## src/rtl/cache_pkg.sv

```systemverilog
package cache_pkg;

    // Controller sequencing states
    typedef enum logic [2:0] {
        ST_IDLE,
        ST_WBACK,
        ST_FILL,
        ST_FINISH,
        ST_WTHRU
    } cache_state_e;

    // Width of an index field that may have zero bits
    function automatic int unsigned idx_w(input int unsigned bits);
        return (bits > 0) ? bits : 1;
    endfunction

endpackage

```

## src/rtl/cache_lookup.sv

```systemverilog
module cache_lookup #(
    parameter int WAYS  = 2,
    parameter int WAY_W = 1,
    parameter int TAG_W = 2
) (
    input  logic [WAYS-1:0]       valid,
    input  logic [WAYS*TAG_W-1:0] tags,
    input  logic [TAG_W-1:0]      tag,
    input  logic [WAYS*WAY_W-1:0] ages,
    output logic                  hit,
    output logic [WAY_W-1:0]      hit_way,
    output logic [WAY_W-1:0]      victim_way
);
    logic [WAYS-1:0] match;
    logic            found;

    for (genvar g = 0; g < WAYS; g++) begin : g_cmp
        assign match[g] = valid[g] && (tags[g*TAG_W +: TAG_W] == tag);
    end

    always_comb begin
        hit     = |match;
        hit_way = '0;
        for (int w = 0; w < WAYS; w++) begin
            if (match[w]) hit_way = WAY_W'(w);
        end
    end

    // Empty ways first (lowest index), otherwise the oldest way
    always_comb begin
        victim_way = '0;
        found      = 1'b0;
        for (int w = 0; w < WAYS; w++) begin
            if (!found && !valid[w]) begin
                victim_way = WAY_W'(w);
                found      = 1'b1;
            end
        end
        if (!found) begin
            for (int w = 0; w < WAYS; w++) begin
                if (ages[w*WAY_W +: WAY_W] == WAY_W'(WAYS-1)) victim_way = WAY_W'(w);
            end
        end
    end
endmodule

```

## src/rtl/cache_lru.sv

```systemverilog
module cache_lru #(
    parameter int SETS     = 4,
    parameter int SET_BITS = 2,
    parameter int WAYS     = 2,
    parameter int WAY_W    = 1
) (
    input  logic                  clk,
    input  logic                  rst,
    input  logic [SET_BITS-1:0]   rd_set,
    input  logic                  touch,
    input  logic [SET_BITS-1:0]   touch_set,
    input  logic [WAY_W-1:0]      touch_way,
    output logic [WAYS*WAY_W-1:0] rd_ages
);
    // Per set, each way carries a distinct age: 0 = newest, WAYS-1 = oldest
    logic [WAY_W-1:0] age_q [SETS][WAYS];
    logic [WAY_W-1:0] ref_age;

    assign ref_age = age_q[touch_set][touch_way];

    always_ff @(posedge clk) begin
        if (rst) begin
            for (int s = 0; s < SETS; s++) begin
                for (int w = 0; w < WAYS; w++) begin
                    age_q[s][w] <= WAY_W'(w);
                end
            end
        end else if (touch) begin
            for (int w = 0; w < WAYS; w++) begin
                if (WAY_W'(w) == touch_way) begin
                    age_q[touch_set][w] <= '0;
                end else if (age_q[touch_set][w] < ref_age) begin
                    age_q[touch_set][w] <= age_q[touch_set][w] + WAY_W'(1);
                end
            end
        end
    end

    always_comb begin
        for (int w = 0; w < WAYS; w++) begin
            rd_ages[w*WAY_W +: WAY_W] = age_q[rd_set][w];
        end
    end
endmodule

```

## src/rtl/cache_ctrl.sv

```systemverilog
module cache_ctrl
    import cache_pkg::*;
#(
    parameter int ADDR_W     = 4,
    parameter int SET_BITS   = 2,
    parameter int WAY_BITS   = 0,
    parameter int OFF_BITS   = 1,
    parameter int WRITE_BACK = 1,
    parameter int CNT_W      = 16
) (
    input  logic                          clk,
    input  logic                          rst,
    input  logic                          cpu_req,
    input  logic                          cpu_we,
    input  logic [ADDR_W-1:0]             cpu_addr,
    input  logic [7:0]                    cpu_wdata,
    output logic                          cpu_busy,
    output logic                          cpu_done,
    output logic                          cpu_hit,
    output logic [7:0]                    cpu_rdata,
    output logic [CNT_W-1:0]              hit_count,
    output logic [CNT_W-1:0]              miss_count,
    output logic                          mem_req,
    output logic                          mem_we,
    output logic [ADDR_W-OFF_BITS-1:0]    mem_addr,
    output logic [(8<<OFF_BITS)-1:0]      mem_wdata,
    output logic [(1<<OFF_BITS)-1:0]      mem_wmask,
    input  logic                          mem_ack,
    input  logic [(8<<OFF_BITS)-1:0]      mem_rdata
);
    localparam int SETS    = 1 << SET_BITS;
    localparam int WAYS    = 1 << WAY_BITS;
    localparam int BLK     = 1 << OFF_BITS;
    localparam int BLK_W   = 8 * BLK;
    localparam int TAG_W   = ADDR_W - SET_BITS - OFF_BITS;
    localparam int WAY_W   = idx_w(WAY_BITS);
    localparam bit WB_MODE = (WRITE_BACK != 0);

    // Line storage
    logic [SETS-1:0][WAYS-1:0] valid_q;
    logic [SETS-1:0][WAYS-1:0] dirty_q;
    logic [TAG_W-1:0]          tag_q  [SETS][WAYS];
    logic [BLK_W-1:0]          data_q [SETS][WAYS];

    // Accepted request
    cache_state_e       state_q;
    logic               req_we_q;
    logic [ADDR_W-1:0]  req_addr_q;
    logic [7:0]         req_wdata_q;
    logic [WAY_W-1:0]   way_q;
    logic               was_hit_q;

    logic               done_q, hit_rsp_q;
    logic [7:0]         rdata_q;
    logic [CNT_W-1:0]   hit_cnt_q, miss_cnt_q;

    // Address fields of the incoming and the held request
    logic [TAG_W-1:0]    a_tag, p_tag;
    logic [SET_BITS-1:0] a_set, p_set;
    logic [OFF_BITS-1:0] a_off, p_off;

    assign a_tag = cpu_addr[ADDR_W-1 -: TAG_W];
    assign a_set = cpu_addr[OFF_BITS +: SET_BITS];
    assign a_off = cpu_addr[OFF_BITS-1:0];
    assign p_tag = req_addr_q[ADDR_W-1 -: TAG_W];
    assign p_set = req_addr_q[OFF_BITS +: SET_BITS];
    assign p_off = req_addr_q[OFF_BITS-1:0];

    // Lookup against the indexed set
    logic [WAYS*TAG_W-1:0] set_tags;
    logic [WAYS*WAY_W-1:0] set_ages;
    logic                  lk_hit;
    logic [WAY_W-1:0]      lk_hit_way, lk_victim;

    always_comb begin
        for (int w = 0; w < WAYS; w++) begin
            set_tags[w*TAG_W +: TAG_W] = tag_q[a_set][w];
        end
    end

    cache_lookup #(
        .WAYS (WAYS),
        .WAY_W(WAY_W),
        .TAG_W(TAG_W)
    ) u_lookup (
        .valid     (valid_q[a_set]),
        .tags      (set_tags),
        .tag       (a_tag),
        .ages      (set_ages),
        .hit       (lk_hit),
        .hit_way   (lk_hit_way),
        .victim_way(lk_victim)
    );

    // Recency update: on a hit at accept, and when a miss completes
    logic                accept;
    logic                lru_touch;
    logic [SET_BITS-1:0] lru_set;
    logic [WAY_W-1:0]    lru_way;

    assign accept = (state_q == ST_IDLE) && cpu_req;

    always_comb begin
        lru_touch = 1'b0;
        lru_set   = a_set;
        lru_way   = lk_hit_way;
        if (accept && lk_hit) begin
            lru_touch = 1'b1;
        end else if (state_q == ST_FINISH) begin
            lru_touch = 1'b1;
            lru_set   = p_set;
            lru_way   = way_q;
        end
    end

    cache_lru #(
        .SETS    (SETS),
        .SET_BITS(SET_BITS),
        .WAYS    (WAYS),
        .WAY_W   (WAY_W)
    ) u_lru (
        .clk      (clk),
        .rst      (rst),
        .rd_set   (a_set),
        .touch    (lru_touch),
        .touch_set(lru_set),
        .touch_way(lru_way),
        .rd_ages  (set_ages)
    );

    // Sequencer and storage updates
    always_ff @(posedge clk) begin
        if (rst) begin
            state_q     <= ST_IDLE;
            valid_q     <= '0;
            dirty_q     <= '0;
            req_we_q    <= 1'b0;
            req_addr_q  <= '0;
            req_wdata_q <= '0;
            way_q       <= '0;
            was_hit_q   <= 1'b0;
            done_q      <= 1'b0;
            hit_rsp_q   <= 1'b0;
            rdata_q     <= '0;
            hit_cnt_q   <= '0;
            miss_cnt_q  <= '0;
        end else begin
            done_q <= 1'b0;
            case (state_q)
                ST_IDLE: begin
                    if (cpu_req) begin
                        req_we_q    <= cpu_we;
                        req_addr_q  <= cpu_addr;
                        req_wdata_q <= cpu_wdata;
                        if (lk_hit) begin
                            hit_cnt_q <= hit_cnt_q + CNT_W'(1);
                            way_q     <= lk_hit_way;
                            was_hit_q <= 1'b1;
                            if (!cpu_we) begin
                                rdata_q   <= data_q[a_set][lk_hit_way][{a_off, 3'b000} +: 8];
                                done_q    <= 1'b1;
                                hit_rsp_q <= 1'b1;
                            end else begin
                                data_q[a_set][lk_hit_way][{a_off, 3'b000} +: 8] <= cpu_wdata;
                                if (WB_MODE) begin
                                    dirty_q[a_set][lk_hit_way] <= 1'b1;
                                    done_q    <= 1'b1;
                                    hit_rsp_q <= 1'b1;
                                end else begin
                                    state_q <= ST_WTHRU;
                                end
                            end
                        end else begin
                            miss_cnt_q <= miss_cnt_q + CNT_W'(1);
                            way_q      <= lk_victim;
                            was_hit_q  <= 1'b0;
                            if (cpu_we && !WB_MODE) begin
                                state_q <= ST_WTHRU;
                            end else if (valid_q[a_set][lk_victim] && dirty_q[a_set][lk_victim]) begin
                                state_q <= ST_WBACK;
                            end else begin
                                state_q <= ST_FILL;
                            end
                        end
                    end
                end
                ST_WBACK: begin
                    if (mem_ack) begin
                        dirty_q[p_set][way_q] <= 1'b0;
                        state_q <= ST_FILL;
                    end
                end
                ST_FILL: begin
                    if (mem_ack) begin
                        data_q[p_set][way_q]  <= mem_rdata;
                        tag_q[p_set][way_q]   <= p_tag;
                        valid_q[p_set][way_q] <= 1'b1;
                        dirty_q[p_set][way_q] <= 1'b0;
                        state_q <= ST_FINISH;
                    end
                end
                ST_FINISH: begin
                    if (req_we_q) begin
                        data_q[p_set][way_q][{p_off, 3'b000} +: 8] <= req_wdata_q;
                        dirty_q[p_set][way_q] <= WB_MODE;
                    end else begin
                        rdata_q <= data_q[p_set][way_q][{p_off, 3'b000} +: 8];
                    end
                    done_q    <= 1'b1;
                    hit_rsp_q <= 1'b0;
                    state_q   <= ST_IDLE;
                end
                ST_WTHRU: begin
                    if (mem_ack) begin
                        done_q    <= 1'b1;
                        hit_rsp_q <= was_hit_q;
                        state_q   <= ST_IDLE;
                    end
                end
                default: state_q <= ST_IDLE;
            endcase
        end
    end

    // Memory side, driven from the held request
    always_comb begin
        mem_req   = 1'b0;
        mem_we    = 1'b0;
        mem_addr  = req_addr_q[ADDR_W-1:OFF_BITS];
        mem_wdata = '0;
        mem_wmask = '0;
        case (state_q)
            ST_WBACK: begin
                mem_req   = 1'b1;
                mem_we    = 1'b1;
                mem_addr  = {tag_q[p_set][way_q], p_set};
                mem_wdata = data_q[p_set][way_q];
                mem_wmask = '1;
            end
            ST_FILL: begin
                mem_req = 1'b1;
            end
            ST_WTHRU: begin
                mem_req   = 1'b1;
                mem_we    = 1'b1;
                mem_wdata = {BLK{req_wdata_q}};
                mem_wmask = BLK'(1) << p_off;
            end
            default: ;
        endcase
    end

    assign cpu_busy   = (state_q != ST_IDLE);
    assign cpu_done   = done_q;
    assign cpu_hit    = hit_rsp_q;
    assign cpu_rdata  = rdata_q;
    assign hit_count  = hit_cnt_q;
    assign miss_count = miss_cnt_q;
endmodule

```

## config.mk

```make
export PLATFORM = sky130hd
export DESIGN_NAME = cache_ctrl
export DESIGN_NICKNAME = d
export VERILOG_FILES = /design/src/rtl/cache_pkg.sv /design/src/rtl/cache_lookup.sv /design/src/rtl/cache_lru.sv /design/src/rtl/cache_ctrl.sv
export SDC_FILE = /design/constraint.sdc
export NUM_CORES = 1
export LEC_CHECK = 0
export ABC_AREA = 1
export BUFFER_PORTS_ARGS = -buffer_cell sky130_fd_sc_hd__buf_2
export CAP_MARGIN = 20
export CELL_PAD_IN_SITES_DETAIL_PLACEMENT = 0
export CELL_PAD_IN_SITES_GLOBAL_PLACEMENT = 1
export CORE_MARGIN = 2
export CORE_UTILIZATION = 30
export DETAILED_ROUTE_END_ITERATION = 12
export PLACE_DENSITY = 0.61
export SYNTH_ARGS = -nofsm -noshare
export SYNTH_HDL_FRONTEND = slang
export SYNTH_HIERARCHICAL = 1
export SYNTH_SLANG_ARGS = --single-unit
```

## constraint.sdc

```tcl
create_clock -name clk -period 4.55 [get_ports clk]
set_clock_uncertainty 0.15 [all_clocks]
set_input_delay 0.6825 -clock clk [delete_from_list [all_inputs] [get_ports clk]]
set_output_delay 0.6825 -clock clk [all_outputs]
set_load 0.01 [all_outputs]
```

==> results by group <==
Setup path
  • RR Startpoint: tag_q[3]$_DFFE_PP_
  • CP startpoint kind: input port
  • Critical path class: in2reg
  • R2R cell count: 12
  • Crit path max fanout: 34
  • Worst r2r dst: data_q[1][8]$_DFFE_PP_
  • Req. time, crit path: 4540 ps
  • R2R setup slack: 1570 ps
  • CP arrival: 3390 ps
  • CP Capture Type: flip-flop

Run status
  • Status: finished, final reports clean

Job
  • Max Cap Viol: 0

Timing
  • Period utilization: 74.8%
  • Fmax: 294 MHz
  • Fin. Hold Viols: 0
  • Fin crit period: 3400 ps
  • Final setup TNS: 0 ps
  • Hold WS: 304 ps
  • Final setup vio count: 0
  • Worst-Margin Slew: between 700 and 800 ps
  • RSZ-0062 raised after global routing: false
  • Slew Limit Fails: 0
  • Relative slew slack: between 50% and 60%

Synthesis
  • Synth Cell Area: 0.00728 mm^2
  • Mapped Cells: 975
  • Yosys warns: 6
  • Post-Syn Area per Cell: approximately 7.5 um^2

Detailed routing
  • Drt first pass iters: 5
  • Final wirelength: around 23000 um
  • Wire per inst: 16.4 um
  • Drt drc: 0
  • 1st-iter DRT viols: between 400 and 500
  • Post-DR vias/cell: 4.68
  • Vias post-DR: 6547
  • Post-route ant nets: 0

Global route
  • Vias in the first global route: about 6200
  • Largest net degree at the start of global routing: 38
  • Initial antenna violation count: 0
  • Global route overflow: 0
  • Global-route wire length before repair: roughly 36000 um
  • Gr usage total: 18.1%

Layout
  • Commonest non-fill, non-tap cell in the layout: nand2_1
  • P&R area growth vs syn: 19.5%
  • # fillers: between 2000 and 3000
  • Finished Cell Area: 0.00870 mm^2
  • Fraction of final layout cells sized beyond drive strength 1: 17.1%
  • Nets: roughly 1100
  • Leading cell types in the layout, fill and taps excluded: 319 x nand2_1, 107 x nand3_1, 98 x buf_2
  • N_diodes: 0

CTS
  • Clk buf depth: 2
  • Sink Count: between 100 and 150
  • Post-CTS Setup Bufs: 0
  • Clk slew on worst S/H paths: 70 ps
  • Number of gates resized after CTS: 0
  • H-tree lvl count: 4
  • CTS tree: yes
  • Cts bufs inserted: 17
  • Skew-Pair Late Insertion Delay: between 400 and 500 ps
  • CTS Hold Bufs: 0
  • CTS root buffer: clkbuf_16

Hold path
  • Class of the worst hold path: reg2reg
  • Min-delay src: dirty_q[3]$_SDFFE_PP0P_
  • Hold Path Sink: dirty_q[3]$_SDFFE_PP0P_
  • Hold Path Stages: 2

Die
  • Ports: 99
  • Core Region: approximately 0.024 mm^2
  • Full die area: 0.0255 mm^2
  • Die width: ~160 um
  • Num rows: 57
  • DIE HEIGHT: 160 um
  • Starting Density: 30.3%

Power
  • Power per Cell Area: roughly 460 mW/mm^2
  • PnR Total Power: approximately 0.0040 W
  • Pleak: 3.74 nW
  • Worst vdd ir: 0.000267 V

Placement
  • Post-DP HPWL: 17100 um
  • Cell Area, Placed: 0.00805 mm^2
  • IO Port Bufs: 98
  • GP Congestion: 0.798
==> worst max-delay path: stages <==
cell     delay [ps]
buf_2           230
buf_4           400
nand2_1          90
nand2_1          70
nand2_1          40
nand2_1         130
nand2_1          70
nor2_1          370
nand2_1         100
nor4_1          610
a21oi_2         190
nor2_1          180
buf_4           200
==> where the power goes <==
| part | leakage, nW | internal [W] | switching (W) |
|---|---|---|---|
| logic | 2.26 | 0.000323 | 0.000755 |
| clock network | 0.300 | 0.000843 | 0.000629 |
| registers | 1.17 | 0.00140 | 0.0000754 |
==> per-layer routing <==
layer / track usage (%) / vias to the layer above / wire length, um
li1: - / 3377 / -
met1: 24.7 / 2974 / 10700
met2: 29.8 / 186 / 10700
met3: 3.69 / 10 / 1390
met4: 3.80 / 0 / 139
met5: 0 / - / 0
==> area by class of cell <==
type | count | area, um^2 | share of cell area [%]
clock buffer | 17 | 425 | 4.89
multi-input combinational | 694 | 3260 | 37.5
timing repair buffer | 116 | 646 | 7.42
sequential | 136 | 3400 | 39.1
tap | 324 | 405 | 4.66
clock inverter | 15 | 199 | 2.29
inverter | 96 | 360 | 4.14
==> flip-flops by register name, summed over array words and instances, names as in the netlist, named ones only <==
name         cells
data_q          64
hit_count       16
miss_count      16
cpu_rdata        8
req_wdata_q      8
dirty_q          4
req_addr_q       4
tag_q            4
valid_q          4
state_q          2
cpu_done         1
cpu_hit          1
req_we_q         1
way_q            1
==> how the worst max path moves through the flow <==
stage                      startpoint                      end  slack, ps  cells after the start
after floorplan           cpu_addr[1]   data_q[0][0]$_DFFE_PP_       1150                     14
after global placement    cpu_addr[1]  data_q[1][10]$_DFFE_PP_        810                     13
after detailed placement  cpu_addr[1]  data_q[1][10]$_DFFE_PP_        730                     13
after CTS                   flip-flop            mem_wdata[13]       1160                      7
after global routing      cpu_addr[1]  data_q[1][12]$_DFFE_PP_       1000                     13
final                     cpu_addr[1]   data_q[1][8]$_DFFE_PP_       1150                     13
==> per-stage QoR <==
step	cells	setup WS (ps)	utilization (%)
2_1_floorplan	976	1150	-
3_3_place_gp	1365	813	33.5
6_report	1398	1150	36.2
4_1_cts	1397	1160	36.1
5_1_grt	1398	995	36.2
3_5_place_dp	1365	734	33.5
No activity file was read; power rests on OpenSTA's default activity.
